--- config.mk ---
export PLATFORM = sky130hd
export DESIGN_NAME = biu_top
export DESIGN_NICKNAME = d
export VERILOG_FILES = /design/src/rtl/biu_pkg.sv /design/src/rtl/biu_tseq.sv /design/src/rtl/biu_pfq.sv /design/src/rtl/biu_top.sv
export SDC_FILE = /design/constraint.sdc
export NUM_CORES = 1
export LEC_CHECK = 0
export ABC_AREA = 1
export BUFFER_PORTS_ARGS = -buffer_cell sky130_fd_sc_hd__buf_4
export CORE_MARGIN = 1.5
export CORE_UTILIZATION = 30
export CTS_CLUSTER_SIZE = 25
export DETAILED_ROUTE_END_ITERATION = 10
export PLACE_DENSITY = 0.53
export SLEW_MARGIN = 20
export SYNTH_ARGS = -nofsm -noshare
export SYNTH_HDL_FRONTEND = slang
export SYNTH_SLANG_ARGS = --single-unit
--- constraint.sdc ---
create_clock -name clk -period 5.9 [get_ports clk]
set_input_delay 0.885 -clock clk [delete_from_list [all_inputs] [get_ports clk]]
set_output_delay 0.885 -clock clk [all_outputs]
set_load 0.1 [all_outputs]
--- src/rtl/biu_pkg.sv ---
package biu_pkg;
    typedef enum logic [1:0] {
        T1 = 2'd0,
        T2 = 2'd1,
        T3 = 2'd2,
        T4 = 2'd3
    } tstate_e;
endpackage

--- src/rtl/biu_tseq.sv ---
module biu_tseq
    import biu_pkg::*;
#(
    parameter int WSW = 2
) (
    input  logic           clk,
    input  logic           rst_n,
    input  logic           hold,
    input  logic           busy,
    input  logic [WSW-1:0] wait_cfg,
    output tstate_e        ph,
    output logic           adv
);
    typedef struct packed {
        tstate_e        ph;
        logic [WSW-1:0] ws;
    } seq_t;

    seq_t seq_d, seq_q;
    logic [1:0] ph_nx;

    always_comb begin
        seq_d = seq_q;
        adv   = 1'b0;
        ph_nx = seq_q.ph + 2'd1;
        if (!hold) begin
            if (seq_q.ph == T4 && busy && seq_q.ws != wait_cfg) begin
                seq_d.ws = seq_q.ws + WSW'(1);
            end else begin
                adv      = 1'b1;
                seq_d.ph = tstate_e'(ph_nx);
                seq_d.ws = '0;
            end
        end
    end

    always_ff @(posedge clk) begin
        if (!rst_n) seq_q <= '{ph: T1, ws: '0};
        else        seq_q <= seq_d;
    end

    assign ph = seq_q.ph;
endmodule

--- src/rtl/biu_pfq.sv ---
module biu_pfq #(
    parameter int DEPTH = 4,
    localparam int PW  = $clog2(DEPTH),
    localparam int QCW = $clog2(DEPTH + 1)
) (
    input  logic           clk,
    input  logic           rst_n,
    input  logic           clear,
    input  logic           push,
    input  logic [7:0]     push_data,
    input  logic           pop,
    output logic           valid,
    output logic           room,
    output logic [7:0]     head,
    output logic [QCW-1:0] count
);
    typedef struct packed {
        logic [DEPTH-1:0][7:0] slot;
        logic [PW-1:0]         rd;
        logic [PW-1:0]         wr;
        logic [QCW-1:0]        cnt;
    } pfq_t;

    pfq_t q_d, q_q;
    logic do_pop, do_push;

    always_comb begin
        q_d     = q_q;
        do_pop  = pop && (q_q.cnt != '0);
        do_push = push && ((q_q.cnt != QCW'(DEPTH)) || do_pop);
        if (clear) begin
            q_d.rd  = '0;
            q_d.wr  = '0;
            q_d.cnt = '0;
        end else begin
            if (do_push) begin
                q_d.slot[q_q.wr] = push_data;
                q_d.wr = (q_q.wr == PW'(DEPTH - 1)) ? '0 : q_q.wr + PW'(1);
            end
            if (do_pop) begin
                q_d.rd = (q_q.rd == PW'(DEPTH - 1)) ? '0 : q_q.rd + PW'(1);
            end
            if (do_push && !do_pop)      q_d.cnt = q_q.cnt + QCW'(1);
            else if (do_pop && !do_push) q_d.cnt = q_q.cnt - QCW'(1);
        end
    end

    always_ff @(posedge clk) begin
        if (!rst_n) q_q <= '0;
        else        q_q <= q_d;
    end

    assign valid = (q_q.cnt != '0);
    assign room  = (q_q.cnt != QCW'(DEPTH));
    assign head  = q_q.slot[q_q.rd];
    assign count = q_q.cnt;
endmodule

--- src/rtl/biu_top.sv ---
module biu_top
    import biu_pkg::*;
#(
    parameter int          AW         = 16,
    parameter int          QDEPTH     = 4,
    parameter int          WSW        = 2,
    parameter int          STW        = 8,
    parameter logic [15:0] RESET_ADDR = 16'h0000
) (
    input  logic           clk,
    input  logic           rst_n,
    input  logic           eu_req,
    input  logic           eu_we,
    input  logic           eu_word,
    input  logic [AW-1:0]  eu_addr,
    input  logic [15:0]    eu_wdata,
    output logic           eu_ready,
    output logic [15:0]    eu_rdata,
    input  logic           q_pop,
    output logic           q_valid,
    output logic [7:0]     q_byte,
    input  logic           flush,
    input  logic [AW-1:0]  flush_addr,
    input  logic           stall_load,
    input  logic [STW-1:0] stall_cnt,
    input  logic           bus_hold,
    input  logic [WSW-1:0] wait_cfg,
    output logic           mem_en,
    output logic           mem_we,
    output logic [AW-1:0]  mem_addr,
    output logic [7:0]     mem_wdata,
    input  logic [7:0]     mem_rdata
);
    localparam int QCW = $clog2(QDEPTH + 1);
    localparam logic [QCW-1:0] QFULL = QCW'(QDEPTH);

    typedef struct packed {
        logic           busy;
        logic           to_eu;
        logic [AW-1:0]  xaddr;
        logic           xwe;
        logic [7:0]     xdat;
        logic           pend;
        logic           we;
        logic           word;
        logic           hi;
        logic [AW-1:0]  addr;
        logic [15:0]    wdata;
        logic [15:0]    rdata;
        logic           ready;
        logic [AW-1:0]  fptr;
        logic           cancel;
        logic [7:0]     pfb;
        logic [STW-1:0] stall;
    } st_t;

    st_t st_d, st_q;
    tstate_e ph;
    logic adv, push, q_room;
    logic [QCW-1:0] q_cnt;

    biu_tseq #(.WSW(WSW)) u_tseq (
        .clk(clk), .rst_n(rst_n), .hold(bus_hold), .busy(st_q.busy),
        .wait_cfg(wait_cfg), .ph(ph), .adv(adv)
    );

    biu_pfq #(.DEPTH(QDEPTH)) u_pfq (
        .clk(clk), .rst_n(rst_n), .clear(flush), .push(push),
        .push_data(st_q.pfb), .pop(q_pop), .valid(q_valid), .room(q_room),
        .head(q_byte), .count(q_cnt)
    );

    always_comb begin
        st_d       = st_q;
        push       = 1'b0;
        st_d.ready = 1'b0;
        if (stall_load)            st_d.stall = stall_cnt;
        else if (st_q.stall != '0) st_d.stall = st_q.stall - STW'(1);
        if (eu_req && !st_q.pend) begin
            st_d.pend  = 1'b1;
            st_d.we    = eu_we;
            st_d.word  = eu_word;
            st_d.hi    = 1'b0;
            st_d.addr  = eu_addr;
            st_d.wdata = eu_wdata;
        end
        if (adv) begin
            case (ph)
                T1: if (!st_q.busy && st_q.stall == '0) begin
                    if (st_q.pend) begin
                        st_d.busy  = 1'b1;
                        st_d.to_eu = 1'b1;
                        st_d.xaddr = st_q.addr + AW'(st_q.hi);
                        st_d.xwe   = st_q.we;
                        st_d.xdat  = st_q.hi ? st_q.wdata[15:8] : st_q.wdata[7:0];
                    end else if (q_room && !flush) begin
                        st_d.busy   = 1'b1;
                        st_d.to_eu  = 1'b0;
                        st_d.xaddr  = st_q.fptr;
                        st_d.xwe    = 1'b0;
                        st_d.cancel = 1'b0;
                    end
                end
                T3: if (st_q.busy && !st_q.xwe) begin
                    if (!st_q.to_eu)  st_d.pfb = mem_rdata;
                    else if (st_q.hi) st_d.rdata[15:8] = mem_rdata;
                    else              st_d.rdata = {8'h00, mem_rdata};
                end
                T4: if (st_q.busy) begin
                    st_d.busy = 1'b0;
                    if (st_q.to_eu) begin
                        if (st_q.word && !st_q.hi) begin
                            st_d.hi = 1'b1;
                        end else begin
                            st_d.pend  = 1'b0;
                            st_d.ready = 1'b1;
                        end
                    end else if (!st_q.cancel && !flush) begin
                        push      = 1'b1;
                        st_d.fptr = st_q.fptr + AW'(1);
                    end
                end
                default: ;
            endcase
        end
        if (flush) begin
            st_d.fptr = flush_addr;
            if (st_q.busy && !st_q.to_eu) st_d.cancel = 1'b1;
        end
    end

    always_ff @(posedge clk) begin
        if (!rst_n) begin
            st_q      <= '0;
            st_q.fptr <= AW'(RESET_ADDR);
        end else begin
            st_q <= st_d;
        end
    end

    assign mem_en    = st_q.busy && (ph == T2) && !bus_hold;
    assign mem_we    = mem_en && st_q.xwe;
    assign mem_addr  = st_q.xaddr;
    assign mem_wdata = st_q.xdat;
    assign eu_ready  = st_q.ready;
    assign eu_rdata  = st_q.rdata;
endmodule

==> run summary, run 1 <==
## Outcome
* **outcome** finished, final reports clean

## Floorplan
* **Die Y** 164.1 µm
* **total I/O pin count** 127
* **starting density of the core** 30.75%
* **total number of placement rows** 58
* **core footprint** 25,330 µm²
* **area of the die** 26,930 µm²
* **die width** 164.1 µm

## STA
* **number of failing hold endpoints at the final stage** 0
* **Period Utilization, post-route** 53.55%
* **worst slew slack as a fraction of its limit** 36.71%
* **Sum Neg Setup Slack** 0 ns
* **transition time at the pin with the least slew margin** 0.9494 ns
* **timing-limited maximum frequency** 316.5 MHz
* **worst setup margin** 2.740 ns
* **unrepaired setup endpoints after global routing** no
* **post-layout min period** 3.160 ns
* **final setup violating endpoints** 0
* **final-report max-slew violation count** 0
* **skew final** 0.01740 ns

## Clock tree
* **Post-CTS Setup Repair Bufs** 0
* **Longest Clk Path Bufs** 2
* **Resized Gates After CTS** 0
* **clock-pin slew of the registers on the worst-case setup and hold paths** 0.06 ns
* **TritonCTS Sinks** 156
* **htree depth** 4
* **hold bufs inserted after CTS** 0
* **clock latency on the worst-skew pair** 0.44 ns
* **TritonCTS clock tree** built
* **TritonCTS Buffers** 17
* **buffer cell driving the clock tree root** sky130_fd_sc_hd__clkbuf_16

## Setup path
* **setup slack on the worst flop-to-flop path** 3.06 ns
* **maximum net fanout on the critical path** 19
* **Worst setup SP type** register
* **Worst Setup End Kind** primary output
* **critical path data required time** 5.02 ns
* **number of cells traversed by the worst register-to-register path** 15
* **type of the worst setup path** register to primary output
* **worst reg2reg startpoint** u_tseq.ph[0]
* **Crit Reg-Reg Endpoint** u_pfq.count[2]
* **Crit path arrival time** 2.27 ns

## Global route
* **maximum number of pins on one net before global-route repair** 81
* **Congestion Overflow GR** 0
* **number of global-route vias before repair** 6,577
* **combined global-route utilization of all metal layers** 16.61%
* **antenna violations before repair** 0
* **first-pass GRT wire length** 34.80 mm

## Drt
* **routed len/inst** 14.47 µm
* **sum of routed wire length over all layers** 21.89 mm
* **First DRT Iteration DRCs** 347
* **post-detailed-route DRC marker count** 0
* **Avg Vias per Cell** 4.723
* **overall via count from detail_route** 7,141
* **ANT nets after route** 0
* **First-pass DRT Iterations** 5

## Hold path
* **worst hold path class** register to register
* **endpoint of the worst hold path** u_pfq.q_q[30]
* **Cells on Worst Hold Path** 2
* **hold path startpoint** u_pfq.q_q[30]

## Logic synthesis
* **Unique masters post-synth** 43
* **most common cell in the netlist** sky130_fd_sc_hd__nand2_1
* **proportion of register bits with asynchronous set or reset after synthesis** 0%
* **ys flop type** sky130_fd_sc_hd__dfxtp_1
* **post-synthesis simple-gate area fraction** 31.06%
* **share of synthesized cell area in full adder, half adder and majority cells** 2.667%
* **Post-synth top cells** 214 x sky130_fd_sc_hd__nand2_1, 173 x sky130_fd_sc_hd__nor2_1, 156 x sky130_fd_sc_hd__dfxtp_1, 97 x sky130_fd_sc_hd__a21oi_1, 95 x sky130_fd_sc_hd__nand3_1
* **number of nets produced by synthesis** 1,202
* **largest family of logic cells by synthesized area** simple AND/OR/NAND/NOR gates
* **post-synthesis xor/xnor area fraction** 1.125%
* **average cell area after synthesis** 7.009 µm²
* **synth warn** 0
* **Cells after Synth** 1,111
* **mux share of post-synthesis cell area** 0%
* **number of flops mapped to enable cells by yosys** 0
* **fraction of the mapped netlist area in compound gates** 14.24%
* **Post-Synthesis Cell Area** 7787 µm²
* **cell type with the largest total area after synthesis** sky130_fd_sc_hd__dfxtp_1
* **flops & latches, synth** 156
* **area share of the largest cell type after synthesis** 40.10%
* **sequential area share after synthesis** 40.10%
* **cells taking the most area after synthesis** sky130_fd_sc_hd__dfxtp_1 40%, sky130_fd_sc_hd__nand2_1 10%, sky130_fd_sc_hd__nor2_1 8.3%

## Cells and area
* **total number of nets in the final design** 1,260
* **share of final-layout standard cells stronger than drive strength 1** 16.16%
* **Area Growth Syn to Fin** 18.03%
* **filler instances** 2,715
* **total inserted antenna cells** 0

## Power and ir drop
* **part of the power in combinational logic** 11.6%
* **sequential share of power** 45.1%
* **maximum vdd drop** 0.1468 mV
* **PwrDens** 271.9 nW/µm²
* **reported net switching power** 703.6 µW
* **internal power** 1.796 mW
* **static power due to leakage** 3.713 nW
* **share of power burned in the clock network** 43.3%
* **switch share** 28.15%

## Placed design
* **Placer Congestion** 0.8227
* **minimum setup slack after placement** 2.626 ns
* **Buffers on Ports** 126
* **total half-perimeter wirelength after legalization and detailed placement** 15.15 mm

## Job
* **max-cap violation count** 0

per-layer routing:
layer / global-route usage [%] / up-vias / wire (µm)
met2: 25.99 / 158 / 9815
met4: 4.256 / 0 / 241
li1: - / 3743 / -
met3: 3.788 / 16 / 1046
met1: 22.92 / 3224 / 10780
met5: 0 / - / 0
metrics by stage:
stage | instance area (µm²) | hold WS (ns) | total power [mW] | utilization, % | std cells
CTS | 9191 | 0.4615 | 2.531 | 36.29 | 1512
global route | 9191 | 0.4758 | 2.611 | 36.29 | 1512
finish | 9191 | 0.4621 | 2.499 | 36.29 | 1512
detailed placement | 8620 | 0.4516 | 1.441 | 34.03 | 1480
floorplan | 7787 | 0.4390 | 1.352 | - | 1111
global placement | 8620 | 0.4493 | 1.440 | 34.03 | 1480
how the worst max path moves through the flow:
stage	from	endpoint	slack [ns]	cells after the start
2_1_floorplan	bus_hold	mem_we	1.18	1
3_3_place_gp	wait_cfg[1]	u_pfq.count[2]	2.67	17
3_5_place_dp	wait_cfg[1]	u_pfq.count[2]	2.63	17
4_1_cts	u_pfq.q_q[5]	q_byte[4]	2.71	4
5_1_grt	u_pfq.q_q[5]	q_byte[7]	2.48	4
6_report	u_pfq.q_q[5]	q_byte[7]	2.74	4
power groups by stage:
stage / combinational (mW) / sequential [mW] / clock, mW
finish: 0.290 / 1.13 / 1.08
detailed placement: 0.292 / 1.15 / 0
floorplan: 0.212 / 1.14 / 0
global placement: 0.291 / 1.15 / 0
CTS: 0.293 / 1.13 / 1.11
global route: 0.325 / 1.13 / 1.15
layout make-up:
| type | count | area, µm² | share of cell area, % |
|---|---|---|---|
| timing repair buffer | 129 | 968.4 | 10.54 |
| inverter | 76 | 292.8 | 3.185 |
| clock inverter | 13 | 128.9 | 1.402 |
| sequential | 156 | 3123 | 33.98 |
| clock buffer | 19 | 442.9 | 4.819 |
| multi-input combinational | 789 | 3822 | 41.59 |
| tap | 330 | 412.9 | 4.492 |
state kept, by name, indices dropped and copies added, names as in the netlist, 2 cells and up:
register and cells:
eu_rdata 16, mem_addr 16, mem_wdata 8, st_q 72, u_pfq.count 3, u_pfq.q_q 36
u_tseq.ph 2, u_tseq.seq_q 2
worst max-delay path, cell delays in order (launching register included):
cell                      delay, ns
sky130_fd_sc_hd__dfxtp_1       0.72
sky130_fd_sc_hd__inv_1         0.45
sky130_fd_sc_hd__o21ai_0       0.27
sky130_fd_sc_hd__o22ai_1       0.14
sky130_fd_sc_hd__buf_4         0.26
cell families (layout without fill, tap and decap cells):
logic type / Yosys count / in the layout
flops: 156 / 156
buf+inv: 166 / 237
fa+ha+maj: 16 / 16
compound gates: 214 / 214
simple gates: 549 / 549
xor+xnor: 10 / 10
cells in the final DEF (no fill, tap or decap), drive strengths merged, types with 3 or more instances in the layout:
| cell type | count |
|---|---|
| a21oi | 99 |
| nand3b | 4 |
| clkinv | 5 |
| clkbuf | 19 |
| nor2 | 182 |
| nor3 | 7 |
| nand2 | 220 |
| o21ai | 98 |
| inv | 81 |
| a22oi | 3 |
| xor2 | 5 |
| o22ai | 9 |
| nand4 | 34 |
| buf | 129 |
| xnor2 | 5 |
| ha | 15 |
| nand3 | 98 |
| dfxtp | 156 |
Power figures use the tool's default switching activity.
==> run 2, diff against run 1 <==
--- a/config.mk
+++ b/config.mk
@@ -11,7 +11,7 @@
 export CORE_UTILIZATION = 30
 export CTS_CLUSTER_SIZE = 25
 export DETAILED_ROUTE_END_ITERATION = 10
-export PLACE_DENSITY = 0.53
+export PLACE_DENSITY = 0.54
 export SLEW_MARGIN = 20
 export SYNTH_ARGS = -nofsm -noshare
 export SYNTH_HDL_FRONTEND = slang
==> constraint.sdc (replaced) <==
create_clock -name clk -period 2.5 [get_ports clk]
set_input_delay 0.375 -clock clk [delete_from_list [all_inputs] [get_ports clk]]
set_output_delay 0.375 -clock clk [all_outputs]
set_load 0.1 [all_outputs]
==> run 2 against run 1 <==
Against the previous run: sequential power rose by 140%; count of clock-buffer cells in the layout rose by 1; routed wire length fell by 1.8%; setup slack got worse by 2.6 ns; first-iteration DRC count rose by 8.1%; sequential share of layout area fell by 0.69 points; critical path type is now register to register; largest cell class unchanged.
==> run summary, run 2 (synthesis results as in run 1) <==
## Outcome
* **outcome** finished, final reports clean

## Clock tree
* **clock latency on the worst-skew pair** 0.42 ns
* **htree depth** 4
* **TritonCTS clock tree** built
* **TritonCTS Sinks** 156
* **TritonCTS Buffers** 17
* **clock-pin slew of the registers on the worst-case setup and hold paths** 0.06 ns
* **Post-CTS Setup Repair Bufs** 0
* **buffer cell driving the clock tree root** sky130_fd_sc_hd__clkbuf_16
* **Resized Gates After CTS** 0
* **hold bufs inserted after CTS** 0
* **Longest Clk Path Bufs** 2

## Global route
* **Congestion Overflow GR** 0
* **maximum number of pins on one net before global-route repair** 64
* **first-pass GRT wire length** 34.47 mm
* **combined global-route utilization of all metal layers** 16.26%
* **number of global-route vias before repair** 6,676
* **antenna violations before repair** 0

## Cells and area
* **commonest non-fill, non-tap cells in the layout** 214 x sky130_fd_sc_hd__nand2_1, 173 x sky130_fd_sc_hd__nor2_1, 156 x sky130_fd_sc_hd__dfxtp_1
* **total number of nets in the final design** 1,273
* **share of final-layout standard cells stronger than drive strength 1** 17.91%
* **top register by number of flip-flops** st_q
* **total inserted antenna cells** 0
* **registers with the highest flip-flop counts** st_q: 72 flops, u_pfq.q_q: 36 flops
* **Area Growth Syn to Fin** 20.47%
* **flip-flop count of the largest register, all copies and words added** 72
* **leading cell type in the layout, fill and taps excluded** sky130_fd_sc_hd__nand2_1
* **fin util** 37.04%

## Power and ir drop
* **switch share** 26.84%
* **part of the power in combinational logic** 11.7%
* **maximum vdd drop** 0.2790 mV
* **PwrDens** 631.6 nW/µm²
* **internal power** 4.335 mW
* **share of power burned in the clock network** 43.4%
* **sequential share of power** 44.8%
* **reported net switching power** 1.590 mW
* **static power due to leakage** 3.823 nW

## STA
* **timing-limited maximum frequency** 430.4 MHz
* **transition time at the pin with the least slew margin** 0.6239 ns
* **final setup violating endpoints** 0
* **worst slew slack as a fraction of its limit** 58.25%
* **post-layout min period** 2.323 ns
* **Sum Neg Setup Slack** 0 ns
* **final-report max-slew violation count** 0
* **skew final** 0.01097 ns
* **unrepaired setup endpoints after global routing** no
* **Period Utilization, post-route** 92.93%
* **number of failing hold endpoints at the final stage** 0

## Placed design
* **total half-perimeter wirelength after legalization and detailed placement** 15.34 mm
* **Placer Congestion** 0.8159
* **Buffers on Ports** 126

## Floorplan
* **core footprint** 25,330 µm²
* **die width** 164.1 µm
* **total number of placement rows** 58
* **area of the die** 26,930 µm²
* **Die Y** 164.1 µm
* **total I/O pin count** 127
* **starting density of the core** 30.75%

## Setup path
* **number of cells traversed by the worst register-to-register path** 14
* **Worst Setup End Kind** register
* **type of the worst setup path** register to register
* **Crit path arrival time** 2.62 ns
* **critical path data required time** 2.80 ns
* **Worst setup SP type** register
* **maximum net fanout on the critical path** 5

## Drt
* **Avg Vias per Cell** 4.716
* **sum of routed wire length over all layers** 21.49 mm
* **First DRT Iteration DRCs** 375
* **routed len/inst** 14.09 µm
* **First-pass DRT Iterations** 5
* **post-detailed-route DRC marker count** 0
* **ANT nets after route** 0
* **overall via count from detail_route** 7,192

## Hold path
* **Cells on Worst Hold Path** 3
* **worst hold path class** primary input to register

## Job
* **max-cap violation count** 0

==> run 2: cell types whose count changed in the layout (fill, tap and decap cells not counted), moves of 2 or more <==
cell / before / now
sky130_fd_sc_hd__buf_4: 129 / 141
sky130_fd_sc_hd__inv_6: 7 / 3
sky130_fd_sc_hd__clkinv_4: 3 / 5
sky130_fd_sc_hd__o22ai_2: 0 / 8
sky130_fd_sc_hd__o22ai_1: 9 / 1
==> run 2: power by group through the flow <==
stage | logic, mW | registers (mW) | clock network, mW
floorplan | 0.502 | 2.69 | 0
global placement | 0.697 | 2.71 | 0
detailed placement | 0.700 | 2.71 | 0
CTS | 0.702 | 2.66 | 2.66
global route | 0.772 | 2.67 | 2.75
finish | 0.695 | 2.66 | 2.57
==> run 2: stage by stage <==
stage / instance area [µm²] / total power, mW / worst slack, ns / hold slack [ns] / instances
after global placement: 8796 / 3.408 / 0.2690 / 0.4479 / 1493
after floorplan: 7854 / 3.192 / -0.1012 / 0.4390 / 1111
after CTS: 9382 / 6.014 / 0.1857 / 0.1465 / 1525
after detailed placement: 8796 / 3.411 / 0.1910 / 0.4534 / 1493
final: 9382 / 5.926 / 0.1767 / 0.1584 / 1525
after global routing: 9382 / 6.191 / 0.03725 / 0.1520 / 1525
==> run 2: cell type report <==
type,instances,area (µm²)
multi-input combinational,789,3889
tap,330,412.9
inverter,76,292.8
fill,2711,15950
clock inverter,12,138.9
sequential,156,3123
clock buffer,20,446.7
timing repair buffer,142,1079
==> run 2: final timing paths <==
path | from | end | slack, ns
min | flush_addr[8] | st_q[25] | 0.16
min reg2reg | u_pfq.q_q[20] | u_pfq.q_q[20] | 0.46
max reg2reg | u_tseq.ph[0] | u_pfq.count[2] | 0.18
max | u_tseq.ph[0] | u_pfq.count[2] | 0.18
==> run 2: critical path, stage by stage (launching register included) <==
cell and delay, ns:
sky130_fd_sc_hd__dfxtp_1 0.36, sky130_fd_sc_hd__ha_1 0.25, sky130_fd_sc_hd__nand2_1 0.09, sky130_fd_sc_hd__nor2_1 0.08, sky130_fd_sc_hd__o21ai_1 0.07, sky130_fd_sc_hd__nor2_2 0.16, sky130_fd_sc_hd__nand2_4 0.10, sky130_fd_sc_hd__inv_6 0.05
sky130_fd_sc_hd__ha_1 0.12, sky130_fd_sc_hd__inv_1 0.07, sky130_fd_sc_hd__fa_1 0.38, sky130_fd_sc_hd__a21oi_1 0.14, sky130_fd_sc_hd__o21ai_0 0.11, sky130_fd_sc_hd__o21ai_0 0.17, sky130_fd_sc_hd__a21oi_1 0.06
==> run 2: per-layer routing <==
metal	track usage (%)	part of all wire [%]	up-vias	routed length (µm)
met3	3.258	4.7	26	1007
li1	-	-	3767	-
met4	4.793	1.6	0	334
met2	25.41	45	156	9570
met1	22.50	49	3243	10580
met5	0	0	-	0
